### src/rtl/wdog_pkg.sv
package wdog_pkg;
  localparam int REG_W  = 8;
  localparam int CODE_W = 4;
  localparam int B_IF   = 7;
  localparam int B_IE   = 6;
  localparam int B_P3   = 5;
  localparam int B_CE   = 4;
  localparam int B_EN   = 3;

  typedef enum logic [1:0] {
    MODE_OFF     = 2'd0,
    MODE_IRQ     = 2'd1,
    MODE_RST     = 2'd2,
    MODE_IRQ_RST = 2'd3
  } wd_mode_e;

  function automatic wd_mode_e mode_of(input logic en, input logic ie);
    return wd_mode_e'({en, ie});
  endfunction
endpackage

### src/rtl/wdog_unlock_win.sv
module wdog_unlock_win #(
  parameter int WIN_CYC = 4
) (
  input  logic clk,
  input  logic rst,
  input  logic arm,
  input  logic consume,
  output logic open
);
  localparam int WIN_W = $clog2(WIN_CYC + 1);

  logic [WIN_W-1:0] left_q;

  always_ff @(posedge clk) begin
    if (rst)                   left_q <= '0;
    else if (arm)              left_q <= WIN_W'(WIN_CYC);
    else if (consume)          left_q <= '0;
    else if (left_q != '0)     left_q <= left_q - WIN_W'(1);
  end

  assign open = (left_q != '0);

  AST_WIN_ONLY_AFTER_ARM: assert property (@(posedge clk) disable iff (rst)
    $rose(open) |-> $past(arm));
  AST_WIN_CONSUMED: assert property (@(posedge clk) disable iff (rst)
    (consume && !arm) |=> !open);
endmodule

### src/rtl/wdog_tick_cnt.sv
module wdog_tick_cnt
  import wdog_pkg::*;
#(
  parameter int BASE_LOG2 = 11,
  parameter int MAX_CODE  = 9
) (
  input  logic              clk,
  input  logic              rst,
  input  logic              active,
  input  logic              tick,
  input  logic              kick,
  input  logic [CODE_W-1:0] code,
  output logic              timeout
);
  localparam int CNT_W  = BASE_LOG2 + MAX_CODE + 1;
  localparam int N_CODE = 2 ** CODE_W;

  logic [CNT_W-1:0] cnt_q;
  logic [CNT_W-1:0] last_tbl [N_CODE];
  logic [CNT_W-1:0] last_idx;

  for (genvar g = 0; g < N_CODE; g++) begin : g_dec
    localparam int EFF = (g > MAX_CODE) ? MAX_CODE : g;
    assign last_tbl[g] = (CNT_W'(1) << (BASE_LOG2 + EFF)) - CNT_W'(1);
  end

  assign last_idx = last_tbl[code];
  assign timeout  = active && tick && !kick && (cnt_q >= last_idx);

  always_ff @(posedge clk) begin
    if (rst || !active || kick) cnt_q <= '0;
    else if (tick)              cnt_q <= (cnt_q >= last_idx) ? '0 : cnt_q + CNT_W'(1);
  end

  AST_KICK_CLEARS: assert property (@(posedge clk) disable iff (rst)
    kick |=> (cnt_q == '0));
  AST_NO_TICK_HOLD: assert property (@(posedge clk) disable iff (rst)
    (active && !tick && !kick) |=> $stable(cnt_q));
endmodule

### src/rtl/wdog_guard.sv
module wdog_guard
  import wdog_pkg::*;
#(
  parameter int BASE_LOG2 = 11,
  parameter int MAX_CODE  = 9,
  parameter int WIN_CYC   = 4
) (
  input  logic             clk,
  input  logic             rst,
  input  logic             wd_rst_flag_i,
  input  logic             tick_i,
  input  logic             kick_i,
  input  logic             wr_en_i,
  input  logic [REG_W-1:0] wr_data_i,
  output logic [REG_W-1:0] rd_data_o,
  output logic             irq_o,
  input  logic             irq_ack_i,
  output logic             sys_rst_req_o
);
  logic              if_q, ie_q, en_q, rst_req_q;
  logic [CODE_W-1:0] per_q;
  logic              unlock_req, win_open, guarded_wr, tmo;
  wd_mode_e          mode;

  assign unlock_req = wr_en_i && wr_data_i[B_CE] && wr_data_i[B_EN];
  assign guarded_wr = wr_en_i && win_open;
  assign mode       = mode_of(en_q, ie_q);

  wdog_unlock_win #(.WIN_CYC(WIN_CYC)) u_win (
    .clk     (clk),
    .rst     (rst),
    .arm     (unlock_req),
    .consume (guarded_wr),
    .open    (win_open)
  );

  wdog_tick_cnt #(.BASE_LOG2(BASE_LOG2), .MAX_CODE(MAX_CODE)) u_cnt (
    .clk     (clk),
    .rst     (rst),
    .active  (mode != MODE_OFF),
    .tick    (tick_i),
    .kick    (kick_i),
    .code    (per_q),
    .timeout (tmo)
  );

  always_ff @(posedge clk) begin
    if (rst) begin
      if_q      <= 1'b0;
      ie_q      <= 1'b0;
      en_q      <= wd_rst_flag_i;
      per_q     <= '0;
      rst_req_q <= 1'b0;
    end else begin
      rst_req_q <= tmo && (mode == MODE_RST);

      if (tmo && (mode == MODE_IRQ_RST)) ie_q <= 1'b0;
      else if (wr_en_i)                  ie_q <= wr_data_i[B_IE];

      if (tmo && ie_q)                                 if_q <= 1'b1;
      else if (irq_ack_i || (wr_en_i && wr_data_i[B_IF])) if_q <= 1'b0;

      en_q <= wd_rst_flag_i || (guarded_wr ? wr_data_i[B_EN] : en_q);
      if (guarded_wr) per_q <= {wr_data_i[B_P3], wr_data_i[2:0]};
    end
  end

  assign rd_data_o     = {if_q, ie_q, per_q[3], win_open, en_q, per_q[2:0]};
  assign irq_o         = if_q;
  assign sys_rst_req_o = rst_req_q;

  AST_EN_PINNED: assert property (@(posedge clk) disable iff (rst)
    wd_rst_flag_i |=> en_q);
  AST_PERIOD_GUARDED: assert property (@(posedge clk) disable iff (rst)
    (wr_en_i && !win_open) |=> $stable(per_q));
  AST_RST_PULSE: assert property (@(posedge clk) disable iff (rst)
    sys_rst_req_o |=> !sys_rst_req_o);
  AST_ACK_CLEARS: assert property (@(posedge clk) disable iff (rst)
    (irq_ack_i && !tmo) |=> !irq_o);
endmodule

### config.mk
export PLATFORM = sky130hd
export DESIGN_NAME = wdog_guard
export DESIGN_NICKNAME = d
export VERILOG_FILES = /design/src/rtl/wdog_pkg.sv /design/src/rtl/wdog_unlock_win.sv /design/src/rtl/wdog_tick_cnt.sv /design/src/rtl/wdog_guard.sv
export SDC_FILE = /design/constraint.sdc
export NUM_CORES = 1
export LEC_CHECK = 0
export ABC_AREA = 1
export CORE_AREA = 2 2 66 68
export CTS_CLUSTER_SIZE = 20
export DETAILED_ROUTE_END_ITERATION = 16
export DIE_AREA = 0 0 68 70
export MAX_ROUTING_LAYER = met4
export PLACE_DENSITY = 0.76
export SLEW_MARGIN = 20
export SYNTH_ARGS = -nofsm -noshare
export SYNTH_HDL_FRONTEND = slang
export SYNTH_SLANG_ARGS = --single-unit
### constraint.sdc
create_clock -name clk -period 1.7 [get_ports clk]
set_input_delay 0.34 -clock clk [delete_from_list [all_inputs] [get_ports clk]]
set_output_delay 0.34 -clock clk [all_outputs]
set_load 0.03 [all_outputs]
Word-level counts from Yosys, hierarchy flattened
Memory sizes are Yosys's and may differ from the RTL's.
Index checks and enable logic that the tools add are counted.

storage, ports and cells
  flip-flop bits (word level) = 32
  memory bits (read-only) = 336
  input bits = 15
  output and inout bits = 10
  word-level logic and storage cells = 48
  memories = 1

cells by class
  add/sub/neg operators = 2
  $lt $le $gt $ge = 2
  eq/ne operators = 2
  mux-type cells = 10
  bitwise logic cells = 1
  reduce and logical (&&, ||, !) cells = 22

memory list
  memory            depth  width  rd ports  clocked after memory_dff  wr ports  line                 RTL
  (name not given)  16     21     1         0                         0         wdog_tick_cnt.sv:27  assign last_idx = last_tbl[code];

operators by type and width
  cell                   count
  $mux 21                3
  $add 21x1->21 const B  1
  $ge 21x21->1           1
  $logic_and 1x1->1      10
  $mux 3                 3
  $reduce_bool 3->1      2
  $ge 5x5->1 const B     1
  $not 4->5              1
  $eq 2x2->1 const B     2
  $logic_or 1x1->1       4
  $mux 1                 4
  $reduce_bool 2->1      2
  $reduce_or 3->1        1
  $sub 3x1->3 const B    1
  $logic_not 1->1        2
  $reduce_or 2->1        1

Longest topological paths before layout
Gate-level depths: netlist of run 1.

  depth in word-level cells = 8
  depth in mapped cells = 14
  mapped depth without buffers = 13

Modules after synthesis
Synthesis of run 1 repeated with hierarchy kept, for this count alone.

second synthesis, totals
  cells, all modules = 269
  area, all modules = 1959.4 um^2

by module, submodules not included
  module           instances  cells an instance  area an instance (um^2)  sequential area each (um^2)
  wdog_tick_cnt    1          198                1432.6                   420.4
  wdog_guard       1          46                 342.8                    160.2
  wdog_unlock_win  1          25                 183.9                    60.1

Worst setup path before layout of run 1
No wires, ideal clock.

  path kind = flip-flop to flip-flop
  from = register per_q[1]
  to = register u_cnt.cnt_q[14]
  setup time = 0.115 ns
  data arrival time = 1.978 ns
  required time = 1.585 ns
  setup slack = -0.394 ns
  stages on the path, launching flop included = 13
  buffers on the path = 1
  clock period less this slack = 2.094 ns
  path through = dfxtp_1 > or2_2 > o21ai_0 > ha_1 > nand2_1 > nor2_1 > a21boi_0 > nor2_1 > nand2_2 > nand2_2 > nand2_2 > buf_6 > nor2_1

on the way
  longest elaborated chain between the ends = 6

RTL lines
  element                                     line                 RTL
  from (decl)                                 wdog_guard.sv:21     logic [CODE_W-1:0] per_q;
  from (signal assigned)                      wdog_guard.sv:64     if (guarded_wr) per_q <= {wr_data_i[B_P3], wr_data_i[2:0]};
  $not 4->5 (not written as such)             wdog_tick_cnt.sv:27
  $mem_v2 16x21                               -
  $mux 21 (not written as such) (2 in a row)  wdog_tick_cnt.sv:27
  $ge 21x21->1                                wdog_tick_cnt.sv:32  else if (tick) cnt_q <= (cnt_q >= last_idx) ? '0 : cnt_q + CNT_W'(1);
  $mux 21                                     wdog_tick_cnt.sv:32
  to (signal assigned)                        wdog_tick_cnt.sv:32
  to (decl)                                   wdog_tick_cnt.sv:18  logic [CNT_W-1:0] cnt_q;

No other way between the ends. The select of a mux whose other input is x is not followed.
A chain may end at the register's enable or synchronous reset.

Final worst setup path of run 1
  from = register per_q[1]
  to = register rst_req_q (netlist: sys_rst_req_o)

on the way
  longest elaborated chain between the ends = 7

RTL lines
  element                                     line                 RTL
  $not 4->5 (not written as such)             wdog_tick_cnt.sv:27
  $mem_v2 16x21                               -
  $mux 21 (not written as such) (2 in a row)  wdog_tick_cnt.sv:27
  $ge 21x21->1                                wdog_tick_cnt.sv:28  assign timeout = active && tick && !kick && (cnt_q >= last_idx);
  $logic_and 1x1->1                           wdog_tick_cnt.sv:28
  $logic_and 1x1->1                           wdog_guard.sv:55     rst_req_q <= tmo && (mode == MODE_RST);
  to (signal assigned)                        wdog_guard.sv:55
  to (decl)                                   wdog_guard.sv:20     logic if_q, ie_q, en_q, rst_req_q;

No other way between the ends. The select of a mux whose other input is x is not followed.

==> flow_metrics.env, run 1 <==
export IMPL_critical_path_endpoint_type="flip-flop"
export IMPL_ioPinCount=25
export IMPL_violations="negative setup slack"
export IMPL_drv_slew=0
export IMPL_tightest_slew_ps=744
export IMPL_final_setup_worst_slack_ps=-420
export IMPL_synthArstFlopShare=0
export IMPL_synth_fa_ha_area_frac=0.0811
export IMPL_synth_seq_cells=32
export IMPL_synth_compound_area_frac=0.0784
export IMPL_min_path_cells=2
export IMPL_synth_top_family_by_area="simple AND/OR/NAND/NOR gates"
export IMPL_grtUsageTotal=0.189
export IMPL_critPathKind="reg2reg"
export IMPL_dieArea_um2=4760
export IMPL_synth_xor_area_share=0.0663
export IMPL_r2r_slack_ps=-420
export IMPL_grt_ovfl_total=0
export IMPL_wl_mm=4.41
export IMPL_clk_latency_ps=280
export IMPL_syn_avg_cell_area_um2=7.04
export IMPL_die_h_um=70
export IMPL_synth_edff_count=0
export IMPL_rr_startpoint="per_q[1]$_SDFFE_PP0P_"
export IMPL_htreeDepth=2
export IMPL_die_x_um=68
export IMPL_finish_instance_area_um2=2620
export IMPL_yosys_warnings=0
export IMPL_n_fill_cell=346
export IMPL_hold_violations=0
export IMPL_area_delta_synth_final_pct=41.7
export IMPL_required_ps=1880
export IMPL_finalCritPeriodShare=1.25
export IMPL_clk_path_buf_depth=2
export IMPL_rr_worst_depth=14
export IMPL_fp_row_count=24
export IMPL_synthMuxAreaShare=0.00541
export IMPL_clock_sinks=32
export IMPL_grt_pass1_wl_mm=6.84
export IMPL_viasPerCell=4.90
export IMPL_leakagePower_nw=1.09
export IMPL_synthSimpleGateAreaFrac=0.331
export IMPL_worst_path_max_fanout=3
export IMPL_synth_area_leaders="dfxtp_1 35%, nor2_1 12%, nand2_1 9.5%"
export IMPL_dp_hpwl_mm=2.97
export IMPL_whs_endpoint="u_win.left_q[0]$_SDFFE_PP0N_"
export IMPL_post_synth_top_count_cell="nor2_1"
export IMPL_grt_pass1_vias=1684
export IMPL_status="finished, violations left"
export IMPL_synth_common_cells="61 x nor2_1, 47 x nand2_1, 32 x dfxtp_1"
export IMPL_synth_top_cell_area_share=0.346
export IMPL_coreArea_um2=4140
export IMPL_detailedPlace_worstSlack_ps=-300
export IMPL_layout_nets=340
export IMPL_synthCells=263
export IMPL_finalSetupViolations=24
export IMPL_post_drt_wl_per_cell_um=12.1
export IMPL_maxSlewHeadroom=0.500
export IMPL_synth_cell_types=29
export IMPL_startpoint_type="flip-flop"
export IMPL_power_total_mw=2.80
export IMPL_hp_class="reg2reg"
export IMPL_port_buffers=24
export IMPL_timing_final_crit_period_ps=2120
export IMPL_start_util=0.447
export IMPL_synth_nets=290
export IMPL_cts_hold_fix_buffers=0
export IMPL_clk_pin_slew_ps=60
export IMPL_dpl_cell_area_um2=2300
export IMPL_powerDensity_nw_per_um2=1070
export IMPL_holdWs_ps=482
export IMPL_ir_worst_vdd_uv=514
export IMPL_antenna_found_initial=0
export IMPL_drive_gt1_frac=0.264
export IMPL_drcViolationCount=0
export IMPL_reg2reg_to="sys_rst_req_o$_SDFF_PP0_"
export IMPL_crit_arrival_ps=2300
export IMPL_route_vias_total=1795
export IMPL_synth_area_um2=1850
export IMPL_fmaxAchievable_mhz=472
export IMPL_routabilityCongestion=0.869
export IMPL_ys_flop_type="dfxtp_1"
export IMPL_yosysSeqAreaShare=0.346
export IMPL_worstHoldStart="u_win.left_q[0]$_SDFFE_PP0N_"
export IMPL_numCtsBuffers=5
export IMPL_cts_tree="built"
export IMPL_ant_nets=0
export IMPL_grt_max_degree=12
export IMPL_drt_first_pass_iters=4
export IMPL_drt_iter0_drc=62
export IMPL_n_antenna_cell=0
export IMPL_cts_root_buf="clkbuf_8"
export IMPL_rsz0062_at_grt="true"
export IMPL_synth_area_leader_cell="dfxtp_1"
export IMPL_drv_cap=0
export IMPL_skew_ps=2.36
[registers in the layout, summed over array words and instances, names as in the netlist]
| name | cells |
|---|---|
| sys_rst_req_o | 1 |
| u_cnt.cnt_q | 21 |
| per_q | 4 |
| en_q | 1 |
| ie_q | 1 |
| irq_o | 1 |
| u_win.left_q | 3 |
[how the worst max path moves through the flow]
| stage | startpoint | end | slack [ps] | cells after the start |
|---|---|---|---|---|
| floorplan | per_q[0]$_SDFFE_PP0P_ | u_cnt.cnt_q[14]$_SDFFE_PP0P_ | -180 | 12 |
| global placement | per_q[2]$_SDFFE_PP0P_ | u_cnt.cnt_q[20]$_SDFFE_PP0P_ | -250 | 14 |
| detailed placement | per_q[0]$_SDFFE_PP0P_ | u_cnt.cnt_q[13]$_SDFFE_PP0P_ | -300 | 12 |
| CTS | per_q[0]$_SDFFE_PP0P_ | u_cnt.cnt_q[12]$_SDFFE_PP0P_ | -300 | 14 |
| global route | per_q[1]$_SDFFE_PP0P_ | u_cnt.cnt_q[20]$_SDFFE_PP0P_ | -480 | 13 |
| finish | per_q[1]$_SDFFE_PP0P_ | sys_rst_req_o$_SDFF_PP0_ | -420 | 14 |
[layer usage]
layer	vias up	routed length [um]	share of wire	track usage
li1	932	-	-	-
met1	828	1940	0.44	0.243
met2	28	2280	0.52	0.296
met3	7	108	0.024	0.0338
met4	0	87	0.020	0.0667
met5	-	0	0	-
[through the flow]
| step | setup TNS [ps] | util | std cells |
|---|---|---|---|
| after floorplan | -3510 | - | 263 |
| after global placement | -5100 | 0.556 | 355 |
| after detailed placement | -6470 | 0.556 | 355 |
| after CTS | -6040 | 0.589 | 365 |
| after global routing | -10940 | 0.633 | 366 |
| final | -9200 | 0.633 | 366 |
[kinds of logic (layout without fill, tap and decap cells)]
family | count (synthesis) | after routing
XOR/XNOR | 14 | 14
buffers and inverters | 36 | 87
adder cells (fa/ha/maj) | 12 | 12
multiplexers | 1 | 1
AND/OR/NAND/NOR | 142 | 142
AO/OA/AOI/OAI | 26 | 26
flip-flops | 32 | 32
[layout by cell type, fill, tap and decap left out, types with 6 or more instances in the layout]
master,instances
nor2_1,45
nand2_1,42
dfxtp_1,28
inv_1,27
buf_4,21
clkdlybuf4s50_1,17
nor2_4,12
ha_1,12
xor2_1,11
a21oi_1,8
nand3_1,7
nand2_2,7
o21ai_0,6
clkbuf_8,6
dlygate4sd2_1,6
[area by class of cell]
cell class / count / area [um^2] / area share
Inverter: 29 / 109 / 0.0415
Clock buffer: 8 / 90.1 / 0.0344
Tap cell: 52 / 65.1 / 0.0248
Multi-Input combinational cell: 195 / 1220 / 0.467
Timing Repair Buffer: 50 / 479 / 0.183
Sequential cell: 32 / 656 / 0.250
[critical path, stage by stage, from the launching register on]
cell and delay [ps]:
dfxtp_4 340, or2_4 260, o21ai_2 110, ha_1 270
nand2_2 110, inv_2 40, a21oi_2 130, nand2_1 60
nor2_1 150, nand2_2 120, buf_4 150, buf_6 110
nand2_4 50, buf_6 90, nor2_2 30
[power by group]
| part | total [mW] | internal [mW] | switching (mW) | leakage [nW] |
|---|---|---|---|---|
| logic | 1.28 | 0.531 | 0.753 | 0.783 |
| registers | 0.924 | 0.845 | 0.0789 | 0.262 |
| clock network | 0.596 | 0.330 | 0.266 | 0.0455 |
[timing repair]
| item | CTS | global route |
|---|---|---|
| resized for setup | 20 | 43 |
| cloned | 0 | 1 |
| setup endpoints to repair | 30 | 25 |
| pin swaps | 3 | 21 |
| setup buffers | 2 | 1 |
(Power assumes the default switching activity.)
==> run 2, diff against run 1 <==
--- a/config.mk
+++ b/config.mk
@@ -6,12 +6,12 @@
 export NUM_CORES = 1
 export LEC_CHECK = 0
 export ABC_AREA = 1
-export CORE_AREA = 2 2 66 68
+export CORE_AREA = 2 2 56 79
 export CTS_CLUSTER_SIZE = 20
 export DETAILED_ROUTE_END_ITERATION = 16
-export DIE_AREA = 0 0 68 70
+export DIE_AREA = 0 0 58 81
 export MAX_ROUTING_LAYER = met4
-export PLACE_DENSITY = 0.76
+export PLACE_DENSITY = 0.77
 export SLEW_MARGIN = 20
 export SYNTH_ARGS = -nofsm -noshare
 export SYNTH_HDL_FRONTEND = slang
==> run 2 against run 1 <==
Against the previous run: the run still ends with negative setup slack left; sequential share of layout area fell by 0.25 points; hold slack lost 16 ps; fmax grew 3.1%; clock power increased by 6.5%; flip-flop and latch count unchanged; die area shrank 1.3%; critical path type unchanged.
==> flow_metrics.env, run 2 (same netlist as run 1, synthesis figures left out) <==
export IMPL_ant_nets=0
export IMPL_coreArea_um2=4060
export IMPL_port_buffers=24
export IMPL_clk_latency_ps=280
export IMPL_finalCritPeriodShare=1.21
export IMPL_startpoint_type="flip-flop"
export IMPL_dieArea_um2=4700
export IMPL_n_antenna_cell=0
export IMPL_status="finished, violations left"
export IMPL_drt_iter0_drc=62
export IMPL_die_x_um=58
export IMPL_largest_reg_flops=21
export IMPL_cts_root_buf="clkbuf_8"
export IMPL_crit_path_max_incr_delay_ps=340
export IMPL_grtUsageMet1=0.230
export IMPL_use_met3=0.0398
export IMPL_timing_final_crit_period_ps=2060
export IMPL_critPathKind="reg2reg"
export IMPL_final_setup_worst_slack_ps=-357
export IMPL_wl_mm=4.88
export IMPL_final_cell_mix="43 x nand2_1, 40 x nor2_1, 28 x dfxtp_1"
export IMPL_r2r_slack_ps=-360
export IMPL_final_common_cell="nand2_1"
export IMPL_grt_max_degree=11
export IMPL_post_drt_wl_per_cell_um=13.6
export IMPL_finish_instance_area_um2=2650
export IMPL_cp_common_cell="nand2_1"
export IMPL_routabilityCongestion=0.902
export IMPL_area_delta_synth_final_pct=43.1
export IMPL_dpl_cell_area_um2=2290
export IMPL_critical_path_endpoint_type="flip-flop"
export IMPL_viasPerCell=5.15
export IMPL_die_h_um=81
export IMPL_crit_buf_inv=1
export IMPL_htreeDepth=2
export IMPL_tns_ps=-7460
export IMPL_grtUsageTotal=0.231
export IMPL_clk_pin_slew_ps=70
export IMPL_cts_tree="built"
export IMPL_drive_gt1_frac=0.273
export IMPL_worst_path_max_fanout=5
export IMPL_top_register="u_cnt.cnt_q"
export IMPL_numCtsBuffers=5
export IMPL_grt_pass1_vias=1865
export IMPL_powerDensity_nw_per_um2=1070
export IMPL_dp_hpwl_mm=3.23
export IMPL_crit_arrival_ps=2280
export IMPL_fp_row_count=28
export IMPL_rsz0062_at_grt="true"
export IMPL_fin_util=0.652
export IMPL_cts_hold_fix_buffers=0
export IMPL_antenna_found_initial=0
export IMPL_hp_class="reg2reg"
export IMPL_tightest_slew_ps=683
export IMPL_drv_cap=0
export IMPL_largestRegisters="u_cnt.cnt_q: 21 flops, per_q: 4 flops, u_win.left_q: 3 flops"
export IMPL_layout_nets=342
export IMPL_drt_first_pass_iters=4
export IMPL_grt_met2_usage=0.425
export IMPL_violations="negative setup slack"
export IMPL_required_ps=1920
export IMPL_ioPinCount=25
export IMPL_clock_sinks=32
export IMPL_clk_path_buf_depth=2
export IMPL_top_usage_layer="met2"
export IMPL_grt_ovfl_total=0
export IMPL_crit_family="simple AND/OR/NAND/NOR gates"
export IMPL_drv_slew=0
export IMPL_start_util=0.455
export IMPL_leakagePower_nw=1.12
export IMPL_dpl_cell_count=349
export IMPL_n_fill_cell=324
export IMPL_finalNonFillerCells=360
export IMPL_finalSetupViolations=24
export IMPL_fmaxAchievable_mhz=486
export IMPL_crit_slowest_cell="dfxtp_4"
export IMPL_hold_violations=0
export IMPL_maxSlewHeadroom=0.541
export IMPL_ir_worst_vdd_uv=953
export IMPL_drcViolationCount=0
export IMPL_grt_pass1_wl_mm=8.12
export IMPL_cp_cell_sequence="or2_4, o21ai_4, ha_4, nand2_1, nand2_1, a21oi_2, nand2_1, nor2_2, nand2_2, nand2_4, nand2_8, clkbuf_16, nor2_1"
export IMPL_skew_ps=4.74
export IMPL_route_vias_total=1854
[run 2: per-stage QoR]
step	hold WS, ps	worst slack, ps	power [mW]
after CTS	468	-334	2.71
final	466	-357	2.84
after global routing	495	-429	3.02
after floorplan	409	-175	1.67
after detailed placement	459	-281	2.03
after global placement	447	-236	2.00
[run 2: area by class of cell]
class	count	area, um^2	share of cell area
Sequential cell	32	656	0.248
Multi-Input combinational cell	195	1220	0.460
Clock buffer	7	96.3	0.0364
Timing Repair Buffer	52	513	0.194
Inverter	29	109	0.0411
Tap cell	45	56.3	0.0213
[run 2: timing repair]
item	in CTS	in global routing
buffers inserted	1	0
setup endpoints to repair	31	26
gates resized for setup	26	35
gates cloned	2	1
pin swaps	10	11
[run 2: power breakdown]
| group | total [mW] | switching [mW] | leakage [nW] | internal (mW) |
|---|---|---|---|---|
| Combinational | 1.28 | 0.743 | 0.803 | 0.538 |
| Sequential | 0.922 | 0.0770 | 0.262 | 0.845 |
| Clock | 0.635 | 0.274 | 0.0503 | 0.360 |
| Total | 2.84 | 1.09 | 1.12 | 1.74 |
[run 2: path summary, 6_finish.rpt]
kind / to / cells past startpoint / start
max: u_cnt.cnt_q[18]$_SDFFE_PP0P_ / 13 / per_q[0]$_SDFFE_PP0P_
min: u_win.left_q[0]$_SDFFE_PP0N_ / 2 / u_win.left_q[0]$_SDFFE_PP0N_
max reg2reg: u_cnt.cnt_q[18]$_SDFFE_PP0P_ / 13 / per_q[0]$_SDFFE_PP0P_
min reg2reg: u_win.left_q[0]$_SDFFE_PP0N_ / 2 / u_win.left_q[0]$_SDFFE_PP0N_
[run 2: worst min-delay path: stages (launching register included)]
cell     delay (ps)
dfxtp_1         310
nand2_1          60
a21oi_1          50
[run 2: per-layer routing]
layer,up-vias,part of all wire,wire length [um]
met5,-,0,0
met4,0,0.032,157
met3,15,0.029,141
met2,44,0.56,2750
met1,859,0.37,1830
li1,936,-,-
